[src/rtl/sic_pkg.sv]
package sic_pkg;

    parameter int unsigned ADDR_W = 6;
    parameter int unsigned TAG_W  = 4;
    parameter int unsigned DATA_W = 8;

    localparam int unsigned IDX_W = ADDR_W - TAG_W;
    localparam int unsigned LINES = 1 << IDX_W;

    typedef logic [ADDR_W-1:0] addr_t;
    typedef logic [TAG_W-1:0]  tag_t;
    typedef logic [IDX_W-1:0]  idx_t;
    typedef logic [DATA_W-1:0] data_t;

    typedef enum logic [1:0] {
        OP_READ = 2'b00,
        OP_RFO  = 2'b01,
        OP_INV  = 2'b10,
        OP_WB   = 2'b11
    } bus_op_e;

    typedef enum logic [2:0] {
        ST_IDLE,
        ST_WB,
        ST_FETCH,
        ST_UPGR,
        ST_DONE
    } ctl_state_e;

    typedef struct packed {
        tag_t  tag;
        logic  valid;
        logic  dirty;
        logic  shared;
        data_t data;
    } line_t;

    function automatic tag_t tag_of(addr_t a);
        return a[ADDR_W-1:IDX_W];
    endfunction

    function automatic idx_t idx_of(addr_t a);
        return a[IDX_W-1:0];
    endfunction

    function automatic logic line_hit(line_t l, tag_t t);
        return l.valid && (l.tag == t);
    endfunction

endpackage

[src/rtl/sic_line_store.sv]
module sic_line_store
    import sic_pkg::*;
(
    input  logic  clk,
    input  logic  rst,
    input  logic  cw_en,
    input  idx_t  cw_idx,
    input  line_t cw_line,
    input  logic  sw_en,
    input  idx_t  sw_idx,
    input  line_t sw_line,
    output line_t lines_o [LINES]
);

    generate
        for (genvar g = 0; g < LINES; g++) begin : g_line
            line_t q;

            always_ff @(posedge clk) begin
                if (rst) begin
                    q <= '0;
                end else if (sw_en && (sw_idx == idx_t'(g))) begin
                    q <= sw_line;
                end else if (cw_en && (cw_idx == idx_t'(g))) begin
                    q <= cw_line;
                end
            end

            assign lines_o[g] = q;

            AST_RESET_EMPTY: assert property (@(posedge clk) disable iff (rst) $past(rst) |-> (!q.valid && !q.dirty && !q.shared));
        end
    endgenerate

    AST_NO_WRITE_CLASH: assert property (@(posedge clk) disable iff (rst) !(sw_en && cw_en && (sw_idx == cw_idx)));

endmodule

[src/rtl/sic_snoop.sv]
module sic_snoop
    import sic_pkg::*;
(
    input  logic    clk,
    input  logic    rst,
    input  logic    snp_valid,
    input  bus_op_e snp_op,
    input  addr_t   snp_addr,
    input  line_t   lines [LINES],
    output logic    supply,
    output data_t   supply_data,
    output logic    sw_en,
    output idx_t    sw_idx,
    output line_t   sw_line
);

    line_t cur;
    logic  hit;
    logic  claims;

    always_comb begin
        sw_idx  = idx_of(snp_addr);
        cur     = lines[sw_idx];
        hit     = line_hit(cur, tag_of(snp_addr));
        claims  = (snp_op == OP_RFO) || (snp_op == OP_INV);
        supply  = snp_valid && hit && cur.dirty &&
                  ((snp_op == OP_READ) || (snp_op == OP_RFO));
        supply_data = cur.data;
        sw_en   = snp_valid && hit && (snp_op != OP_WB);
        sw_line = cur;
        if (claims) begin
            sw_line.valid  = 1'b0;
            sw_line.dirty  = 1'b0;
            sw_line.shared = 1'b0;
        end else begin
            sw_line.dirty  = 1'b0;
            sw_line.shared = 1'b1;
        end
    end

    idx_t last_idx;
    always_ff @(posedge clk) begin
        if (rst) last_idx <= '0;
        else     last_idx <= sw_idx;
    end

    AST_READ_SUPPLY_CLEANS: assert property (@(posedge clk) disable iff (rst) (supply && (snp_op == OP_READ)) |=> (!lines[last_idx].dirty && lines[last_idx].shared));
    AST_CLAIM_DROPS_LINE: assert property (@(posedge clk) disable iff (rst) (snp_valid && hit && claims) |=> !lines[last_idx].valid);
    AST_WB_SNOOP_QUIET: assert property (@(posedge clk) disable iff (rst) (snp_valid && (snp_op == OP_WB)) |-> !supply);

endmodule

[src/rtl/sic_ctrl.sv]
module sic_ctrl
    import sic_pkg::*;
(
    input  logic    clk,
    input  logic    rst,
    input  logic    cpu_req,
    input  logic    cpu_we,
    input  addr_t   cpu_addr,
    input  data_t   cpu_wdata,
    output data_t   cpu_rdata,
    output logic    cpu_ready,
    output logic    bus_req,
    input  logic    bus_gnt,
    output bus_op_e bus_op,
    output addr_t   bus_addr,
    output data_t   bus_wdata,
    input  data_t   bus_rdata,
    input  logic    snp_valid,
    input  line_t   lines [LINES],
    output logic    cw_en,
    output idx_t    cw_idx,
    output line_t   cw_line
);

    ctl_state_e state, state_n;
    logic  q_we;
    addr_t q_addr;
    data_t q_wd;

    idx_t  in_idx;
    line_t in_line;
    logic  in_hit;
    idx_t  qi;
    tag_t  qt;
    line_t ql;
    logic  q_hit;
    logic  vict_dirty;
    logic  take;

    always_comb begin
        in_idx     = idx_of(cpu_addr);
        in_line    = lines[in_idx];
        in_hit     = line_hit(in_line, tag_of(cpu_addr));
        qi         = idx_of(q_addr);
        qt         = tag_of(q_addr);
        ql         = lines[qi];
        q_hit      = line_hit(ql, qt);
        vict_dirty = ql.valid && ql.dirty;
        take       = (state == ST_IDLE) && cpu_req && !snp_valid;

        state_n   = state;
        cw_en     = 1'b0;
        cw_idx    = qi;
        cw_line   = ql;
        bus_req   = 1'b0;
        bus_op    = OP_READ;
        bus_addr  = q_addr;
        bus_wdata = ql.data;
        cpu_ready = 1'b0;
        cpu_rdata = ql.data;

        unique case (state)
            ST_IDLE: begin
                cw_idx  = in_idx;
                cw_line = in_line;
                if (take) begin
                    if (in_hit && !cpu_we) begin
                        state_n = ST_DONE;
                    end else if (in_hit && !in_line.shared) begin
                        cw_en         = 1'b1;
                        cw_line.data  = cpu_wdata;
                        cw_line.dirty = 1'b1;
                        state_n       = ST_DONE;
                    end else if (in_hit) begin
                        state_n = ST_UPGR;
                    end else if (in_line.valid && in_line.dirty) begin
                        state_n = ST_WB;
                    end else begin
                        state_n = ST_FETCH;
                    end
                end
            end
            ST_WB: begin
                bus_op   = OP_WB;
                bus_addr = {ql.tag, qi};
                if (!vict_dirty) begin
                    state_n = ST_FETCH;
                end else begin
                    bus_req = 1'b1;
                    if (bus_gnt) begin
                        cw_en         = 1'b1;
                        cw_line.dirty = 1'b0;
                        state_n       = ST_FETCH;
                    end
                end
            end
            ST_FETCH: begin
                bus_req = 1'b1;
                bus_op  = q_we ? OP_RFO : OP_READ;
                if (bus_gnt) begin
                    cw_en          = 1'b1;
                    cw_line.tag    = qt;
                    cw_line.valid  = 1'b1;
                    cw_line.dirty  = q_we;
                    cw_line.shared = !q_we;
                    cw_line.data   = q_we ? q_wd : bus_rdata;
                    state_n        = ST_DONE;
                end
            end
            ST_UPGR: begin
                bus_op = OP_INV;
                if (!q_hit) begin
                    state_n = ST_FETCH;
                end else begin
                    bus_req = 1'b1;
                    if (bus_gnt) begin
                        cw_en          = 1'b1;
                        cw_line.data   = q_wd;
                        cw_line.dirty  = 1'b1;
                        cw_line.shared = 1'b0;
                        state_n        = ST_DONE;
                    end
                end
            end
            ST_DONE: begin
                cpu_ready = 1'b1;
                state_n   = ST_IDLE;
            end
            default: state_n = ST_IDLE;
        endcase
    end

    always_ff @(posedge clk) begin
        if (rst) begin
            state  <= ST_IDLE;
            q_we   <= 1'b0;
            q_addr <= '0;
            q_wd   <= '0;
        end else begin
            state <= state_n;
            if (take) begin
                q_we   <= cpu_we;
                q_addr <= cpu_addr;
                q_wd   <= cpu_wdata;
            end
        end
    end

    AST_READY_PULSE: assert property (@(posedge clk) disable iff (rst) cpu_ready |=> !cpu_ready);
    AST_READ_FILL_SHARED: assert property (@(posedge clk) disable iff (rst) ((state == ST_FETCH) && bus_gnt && !q_we) |=> (ql.valid && !ql.dirty && ql.shared));
    AST_WRITE_OWNS: assert property (@(posedge clk) disable iff (rst) (cpu_ready && q_we) |-> (q_hit && ql.dirty && !ql.shared));
    AST_WB_BEFORE_FETCH: assert property (@(posedge clk) disable iff (rst) (state == ST_FETCH) |-> !(ql.valid && ql.dirty && (ql.tag != qt)));

endmodule

[src/rtl/snoop_inval_cache.sv]
module snoop_inval_cache
    import sic_pkg::*;
(
    input  logic              clk,
    input  logic              rst,
    input  logic              cpu_req,
    input  logic              cpu_we,
    input  logic [ADDR_W-1:0] cpu_addr,
    input  logic [DATA_W-1:0] cpu_wdata,
    output logic [DATA_W-1:0] cpu_rdata,
    output logic              cpu_ready,
    output logic              bus_req,
    input  logic              bus_gnt,
    output logic [1:0]        bus_op,
    output logic [ADDR_W-1:0] bus_addr,
    output logic [DATA_W-1:0] bus_wdata,
    input  logic [DATA_W-1:0] bus_rdata,
    input  logic              snp_valid,
    input  logic [1:0]        snp_op,
    input  logic [ADDR_W-1:0] snp_addr,
    output logic              snp_supply,
    output logic [DATA_W-1:0] snp_data,
    output logic              snp_cancel
);

    line_t   lines [LINES];
    logic    cw_en, sw_en;
    idx_t    cw_idx, sw_idx;
    line_t   cw_line, sw_line;
    bus_op_e op_out;
    bus_op_e op_in;

    assign op_in = bus_op_e'(snp_op);

    sic_line_store u_store (
        .clk     (clk),
        .rst     (rst),
        .cw_en   (cw_en),
        .cw_idx  (cw_idx),
        .cw_line (cw_line),
        .sw_en   (sw_en),
        .sw_idx  (sw_idx),
        .sw_line (sw_line),
        .lines_o (lines)
    );

    sic_snoop u_snoop (
        .clk         (clk),
        .rst         (rst),
        .snp_valid   (snp_valid),
        .snp_op      (op_in),
        .snp_addr    (snp_addr),
        .lines       (lines),
        .supply      (snp_supply),
        .supply_data (snp_data),
        .sw_en       (sw_en),
        .sw_idx      (sw_idx),
        .sw_line     (sw_line)
    );

    sic_ctrl u_ctrl (
        .clk       (clk),
        .rst       (rst),
        .cpu_req   (cpu_req),
        .cpu_we    (cpu_we),
        .cpu_addr  (cpu_addr),
        .cpu_wdata (cpu_wdata),
        .cpu_rdata (cpu_rdata),
        .cpu_ready (cpu_ready),
        .bus_req   (bus_req),
        .bus_gnt   (bus_gnt),
        .bus_op    (op_out),
        .bus_addr  (bus_addr),
        .bus_wdata (bus_wdata),
        .bus_rdata (bus_rdata),
        .snp_valid (snp_valid),
        .lines     (lines),
        .cw_en     (cw_en),
        .cw_idx    (cw_idx),
        .cw_line   (cw_line)
    );

    assign bus_op     = op_out;
    assign snp_cancel = snp_supply;

    AST_CANCEL_NEEDS_SNOOP: assert property (@(posedge clk) disable iff (rst) snp_cancel |-> (snp_valid && !snp_op[1]));

endmodule

[config.mk]
export PLATFORM = sky130hd
export DESIGN_NAME = snoop_inval_cache
export DESIGN_NICKNAME = d
export VERILOG_FILES = /design/src/rtl/sic_pkg.sv /design/src/rtl/sic_line_store.sv /design/src/rtl/sic_snoop.sv /design/src/rtl/sic_ctrl.sv /design/src/rtl/snoop_inval_cache.sv
export SDC_FILE = /design/constraint.sdc
export NUM_CORES = 1
export LEC_CHECK = 0
export BUFFER_PORTS_ARGS = -buffer_cell sky130_fd_sc_hd__buf_4
export CAP_MARGIN = 5
export CORE_AREA = 5 5 101 141
export DETAILED_ROUTE_END_ITERATION = 6
export DIE_AREA = 0 0 106 146
export HOLD_SLACK_MARGIN = 0.1
export SLEW_MARGIN = 30
export SYNTH_ARGS = -nofsm -noshare
export SYNTH_HDL_FRONTEND = slang
export SYNTH_SLANG_ARGS = --single-unit
[constraint.sdc]
create_clock -name clk -period 4.05 [get_ports clk]
set_input_delay 0.6075 -clock clk [delete_from_list [all_inputs] [get_ports clk]]
set_output_delay 0.6075 -clock clk [all_outputs]
set_load 0.1 [all_outputs]
# Word level (Yosys, flattened, before mapping)
# Cells that the tools add are included.
word_totals:
  in_bits: 36
  word_cells: 143
  out_inout_bits: 36
  register_bits: 78
op_classes:
  n_mux: 59
  n_lt_le_gt_ge: 3
  reduce_logical: 36
  eq_ne: 18
  bitwise: 3
ops:
  columns: ["cell", "n"]
  rows:
  - ["two-way mux 15 bit", 15]
  - ["binary-select mux 15 bit (select 2 bit)", 3]
  - ["two-way mux 8 bit", 4]
  - ["case mux 9 bit (3 select lines)", 1]
  - ["two-way mux 3 bit", 8]
  - ["logical AND 1 bit", 21]
  - ["two-way mux 10 bit", 2]
  - ["two-way mux 1 bit", 17]
  - ["== test 4 bit", 3]
  - ["case mux 3 bit (4 select lines)", 1]
  - ["== test 2 bit, second input constant", 5]
  - ["case mux 5 bit (2 select lines)", 1]
  - [">= comparator 3 bit, second input constant", 3]
  - ["NOT 2 -> 3 bit", 3]
  - ["case mux 1 bit (4 select lines)", 2]
  - ["nonzero test 2 bit", 4]
  - ["== test 2 x 1 -> 1 bit, second input constant", 3]
  - ["== test 3 x 2 -> 1 bit, second input constant", 2]
  - ["zero test 2 bit", 3]
  - ["two-way mux 6 bit", 1]
  - ["case mux 2 bit (3 select lines)", 1]
  - ["zero test 1 bit", 4]
  - ["two-way mux 2 bit", 2]
  - ["== test 3 x 1 -> 1 bit, second input constant", 1]
  - ["8 further kinds", 9]

# Logic depth before layout (Yosys ltp)
depth:
  depth_word: 14
  ltp_mapped: 12
  depth_no_buf: 8

# Hierarchy
# A second synthesis with hierarchy kept.
unflattened:
  cells_unflattened: 667
  hier_area_um2: 5940.7
modules_own_cells:
  columns: ["module", "area_each_um2", "cells_each", "instances"]
  rows:
  - ["sic_line_store", 2717.6, 317, 1]
  - ["sic_ctrl", 2547.4, 293, 1]
  - ["sic_snoop", 668.1, 56, 1]
  - ["snoop_inval_cache", 7.5, 1, 1]

# Worst setup path after synthesis
# OpenSTA, ideal clock, no wires.
synth_timing:
  path_kind: "input to output"
  startpoint: "input port snp_addr[0]"
  endpoint: "output port snp_supply"
  t_arrival_ns: 4.351
  cell_stages: 6
  path_slack_ns: -0.909
  t_required_ns: 3.442
  path_buffers: 2
  cell_sequence: "buf_2 > mux4_2 > xnor2_1 > nand3_1 > nor3_1 > buf_4"
synth_between:
  elab_chain_len: 9
synth_lines:
  columns: ["element", "line", "text"]
  rows:
  - ["from (decl)", "snoop_inval_cache.sv:20", "input logic [ADDR_W-1:0] snp_addr,"]
  - ["NOT 2 -> 3 bit (not written as such) *", "sic_snoop.sv:23", "cur = lines[sw_idx];"]
  - ["binary-select mux 15 bit (select 2 bit) *", "sic_snoop.sv:23", null]
  - ["two-way mux 15 bit (not written as such) * (2 in a row)", "sic_snoop.sv:23", null]
  - ["== test 4 bit", "sic_pkg.sv:47", "return l.valid && (l.tag == t);"]
  - ["logical AND 1 bit", "sic_pkg.sv:47", null]
  - ["logical AND 1 bit", "sic_snoop.sv:26", "supply = snp_valid && hit && cur.dirty &&"]
  - ["logical AND 1 bit * (2 in a row)", "sic_snoop.sv:26", null]
  - ["to (decl)", "snoop_inval_cache.sv:21", "output logic snp_supply,"]
# Mark *: on every way between the ends. The rest lies on a longest branch, timed or not. The select of a mux whose other input is x is not followed.

# Worst setup path in the final report
layout_timing:
  startpoint: "register u_ctrl.q_addr[0]"
  endpoint: "register u_store.g_line[3].q, in the netlist u_store.lines_o[7]"
layout_between:
  elab_chain_len: 10
layout_lines:
  columns: ["element", "line", "text"]
  rows:
  - ["from (decl)", "sic_ctrl.sv:27", "addr_t q_addr;"]
  - ["from (signal assigned)", "sic_ctrl.sv:143", "q_addr <= cpu_addr;"]
  - ["NOT 2 -> 3 bit (not written as such)", "sic_ctrl.sv:46", "ql = lines[qi];"]
  - ["binary-select mux 15 bit (select 2 bit)", "sic_ctrl.sv:46", null]
  - ["two-way mux 15 bit (not written as such) (2 in a row)", "sic_ctrl.sv:46", null]
  - ["== test 4 bit", "sic_pkg.sv:47", null]
  - ["logical AND 1 bit", "sic_pkg.sv:47", null]
  - ["two-way mux 10 bit / two-way mux 1 bit (equally long branches)", "sic_ctrl.sv:112", "if (!q_hit) begin"]
  - ["case mux 9 bit (3 select lines) / case mux 1 bit (4 select lines) (equally long branches)", "sic_ctrl.sv:62", "unique case (state)"]
  - ["two-way mux 15 bit / logical AND 1 bit (equally long branches)", "sic_line_store.sv:24", "end else if (cw_en && (cw_idx == idx_t'(g))) begin"]
  - ["two-way mux 15 bit / nonzero test 2 bit (equally long branches)", null, null]
  - ["to (signal assigned)", "sic_line_store.sv:23", "q <= sw_line;"]
  - ["to (signal assigned)", "sic_line_store.sv:25", "q <= cw_line;"]
  - ["to (decl)", "sic_line_store.sv:17", "line_t q;"]
# Parallel ways exist; a longest one is shown, timed or not. The select of a mux whose other input is x is not followed.
# A chain may end at the register's enable or synchronous reset.

==> results.md <==
* Outcome: finished clean
* Initial antenna violation count at 0
* Synthesis-stage register bit count at 78
* Post-CTS Setup Bufs at 0
* Final Skew at 0.00955 ns
* Final Hold Violating Endpoints at 0
* Detail Placement HPWL at 12.8 mm
* Final min period at 3.42 ns
* GR Overflow Total at 0
* Worst-path cell chain: buf_4, mux4_1, and2_2, nand3_1, or2_1, nand3_2, nand2b_1, nor2_1, o32ai_1
* RSZ-0062 raised after global routing: false
* Hold path start: u_ctrl.q_wd[3]
* Synth Area in Compound Gates at 16.8%
* Post-synth top flop: dfxtp_1
* Pre-antenna DRT Iters at 4
* Via count at 5,003
* Fin crit share at 84.5%
* Dpl cell area at 6040 µm²
* I/O Buffers at 71
* Synth Area in Adders at 0.665%
* Worst skew pair latency at 0.34 ns
* Asr flop ratio synth at 0%
* Area delta synth->final at 12.6%
* Seq/Total Area, Yosys at 27.7%
* Clk pwr share at 41.3%
* CTS tree: built
* Syn avg cell area at 9.56 µm²
* CTS hold repair buffers at 0
* XOR/XNOR share of the synthesized area at 2.66%
* WP data arrival at 3.66 ns
* RePlAce Congestion at 0.927
* VDD IR max at 0.175 mV
* DR iter-0 viols at 346
* DR WL/cell at 23.0 µm
* Net Sw Frac at 29.9%
* Post-DRT Antenna Nets at 0
* Gate Count Post-Synth at 590
* Fmax at 292 MHz
* H-tree depth reported by CTS at 3
* RR Startpoint: u_ctrl.q_addr[0]
* Final setup TNS at 0 ns
* Drt via density at 6.33
* Number of global-route vias before repair at 5,102
* Max-Cap Viols at 0
* Final setup vio count at 0
* Ports at 72
* Logic pwr share at 18.8%
* Clk sinks at 78
* Area leader, netlist: dfxtp_1
* Die area at 15,500 µm²
* Syn Std Cell Area at 5640 µm²
* PwrDens at 318 nW/µm²
* Critical Path Max Stage Delay at 0.72 ns
* Reg2reg setup slack at 0.63 ns
* Nets@finish at 671
* Post-CTS Resized at 0
* Largest family of logic cells by synthesized area: multiplexers
* Routed WL at 18.2 mm
* Slew margin rel. at 42.1%
* CTS buffer count at 9
* Worst setup SP type: register
* Clock buffer depth at 2
* Core region area at 12,800 µm²
* Worst-path clk slew at 0.06 ns
* Commonest cells after routing, fill and taps aside: buf_4 (87), nor2_1 (84), dfxtp_1 (78)
* Drt drc at 0
* Hold Path Class: register to register
* Row cnt at 49
* Initial core utilization at 44.2%
* GRT Total Usage at 23.6%
* Synth top area cells: dfxtp_1 (28%), mux4_2 (12%), mux4_1 (6.1%)
* Crit path kind: register to register
* Chip height at 146 µm
* Worst-path fanout max at 15
* Design area at 6350 µm²
* Synth warn at 0
* Antenna Cells at 0
* Synth top area share at 27.7%
* Net load switching power at 603 µW
* Leakage at 2.30 nW
* CP required at 4.29 ns
* First-pass GRT wire length at 28.6 mm
* Share of cells above drive strength 1 at 27.5%
* EDFF count, synth at 0
* Critical Path Sink Type: register
* Sequential share of power at 39.9%
* Critical-path top delay cell: mux4_1
* Root Buffer: clkbuf_16
* Mux share of post-synthesis cell area at 22.8%
* Synth Area in Simple Gates at 20.2%
* Fin. max-slew vios at 0
* Die X at 106 µm
* Internal at 1.42 mW
* Synth unique cells at 65
* Synthesized net count at 629
* Least-Margin Pin Slew at 0.865 ns
* Largest net degree at the start of global routing at 40
* Origin of the worst setup path: u_ctrl.q_addr[0]
* Commonest non-fill, non-tap cell in the layout: buf_4
path summary, 6_finish.rpt:
| check | cells after the start | to |
|---|---|---|
| max | 9 | u_store.lines_o[7] |
| max reg2reg | 9 | u_store.lines_o[7] |
| min reg2reg | 2 | u_ctrl.q_wd[3] |
| min | 2 | u_ctrl.q_wd[3] |
power groups by stage:
stage               sequential [mW]  clock (mW)  combinational, mW
floorplan                     0.815           0              0.290
global placement              0.821           0              0.374
detailed placement            0.823           0              0.377
CTS                           0.806       0.838              0.378
global route                  0.808       0.867              0.405
finish                        0.806       0.833              0.380
cell usage after synthesis, types with 13 or more instances:
| cell type | instances |
|---|---|
| nand2_1 | 59 |
| a21oi_1 | 25 |
| nor3_1 | 17 |
| clkbuf_1 | 18 |
| nor2_1 | 85 |
| mux2i_1 | 19 |
| mux4_2 | 31 |
| buf_4 | 13 |
| o32ai_1 | 29 |
| dfxtp_1 | 78 |
| mux4_1 | 13 |
| o22ai_1 | 30 |
| nand3_1 | 14 |
layer usage:
layer / share of wire (%) / vias up / track usage, %
met3: 6.2 / 39 / 4.17
met1: 41 / 2455 / 30.2
li1: - / 2301 / -
met4: 1.9 / 0 / 7.91
met5: 0 / - / 0
met2: 51 / 208 / 40.1
layout make-up:
| type | instances | area (µm²) |
|---|---|---|
| flip-flops and latches | 78 | 1560 |
| fillers | 1204 | 6400 |
| clock buffers | 14 | 294 |
| multi-input cells | 444 | 3580 |
| repair buffers | 88 | 673 |
| clock inverters | 2 | 12.5 |
| inverters | 11 | 41.3 |
| well taps | 153 | 191 |
state kept, by name (all words and copies together) (netlist names):
signal	cells
u_ctrl.q_addr	6
u_ctrl.q_wd	8
u_ctrl.q_we	1
u_ctrl.state	3
u_store.lines_o	60
critical path: cells and delay by family (launching register included):
family / cells / cell delay (ns)
AOI/OAI and AO/OA: 1 / 0.29
buffers and inverters: 1 / 0.37
DFF: 1 / 0.55
muxes: 1 / 0.72
and+or+nand+nor: 6 / 1.38
metrics by stage:
stage	util [%]	setup slack (ns)	std cells	total power [mW]	hold WS, ns
floorplan	-	0.0553	590	1.10	0.436
global placement	47.4	0.572	774	1.20	0.441
detailed placement	47.4	0.508	774	1.20	0.447
CTS	49.8	0.641	790	2.02	0.455
global route	49.8	0.407	790	2.08	0.469
finish	49.8	0.626	790	2.02	0.456
cells by family (layout without fill, tap and decap cells):
family          count (synthesis)  count (layout)
mux                            68              68
xor+xnor                       12              12
simple gates                  230             230
fa+ha+maj                       3               3
compound gates                131             131
buf+inv                        68             115
flops                          78              78
Power figures use the tool's default switching activity.
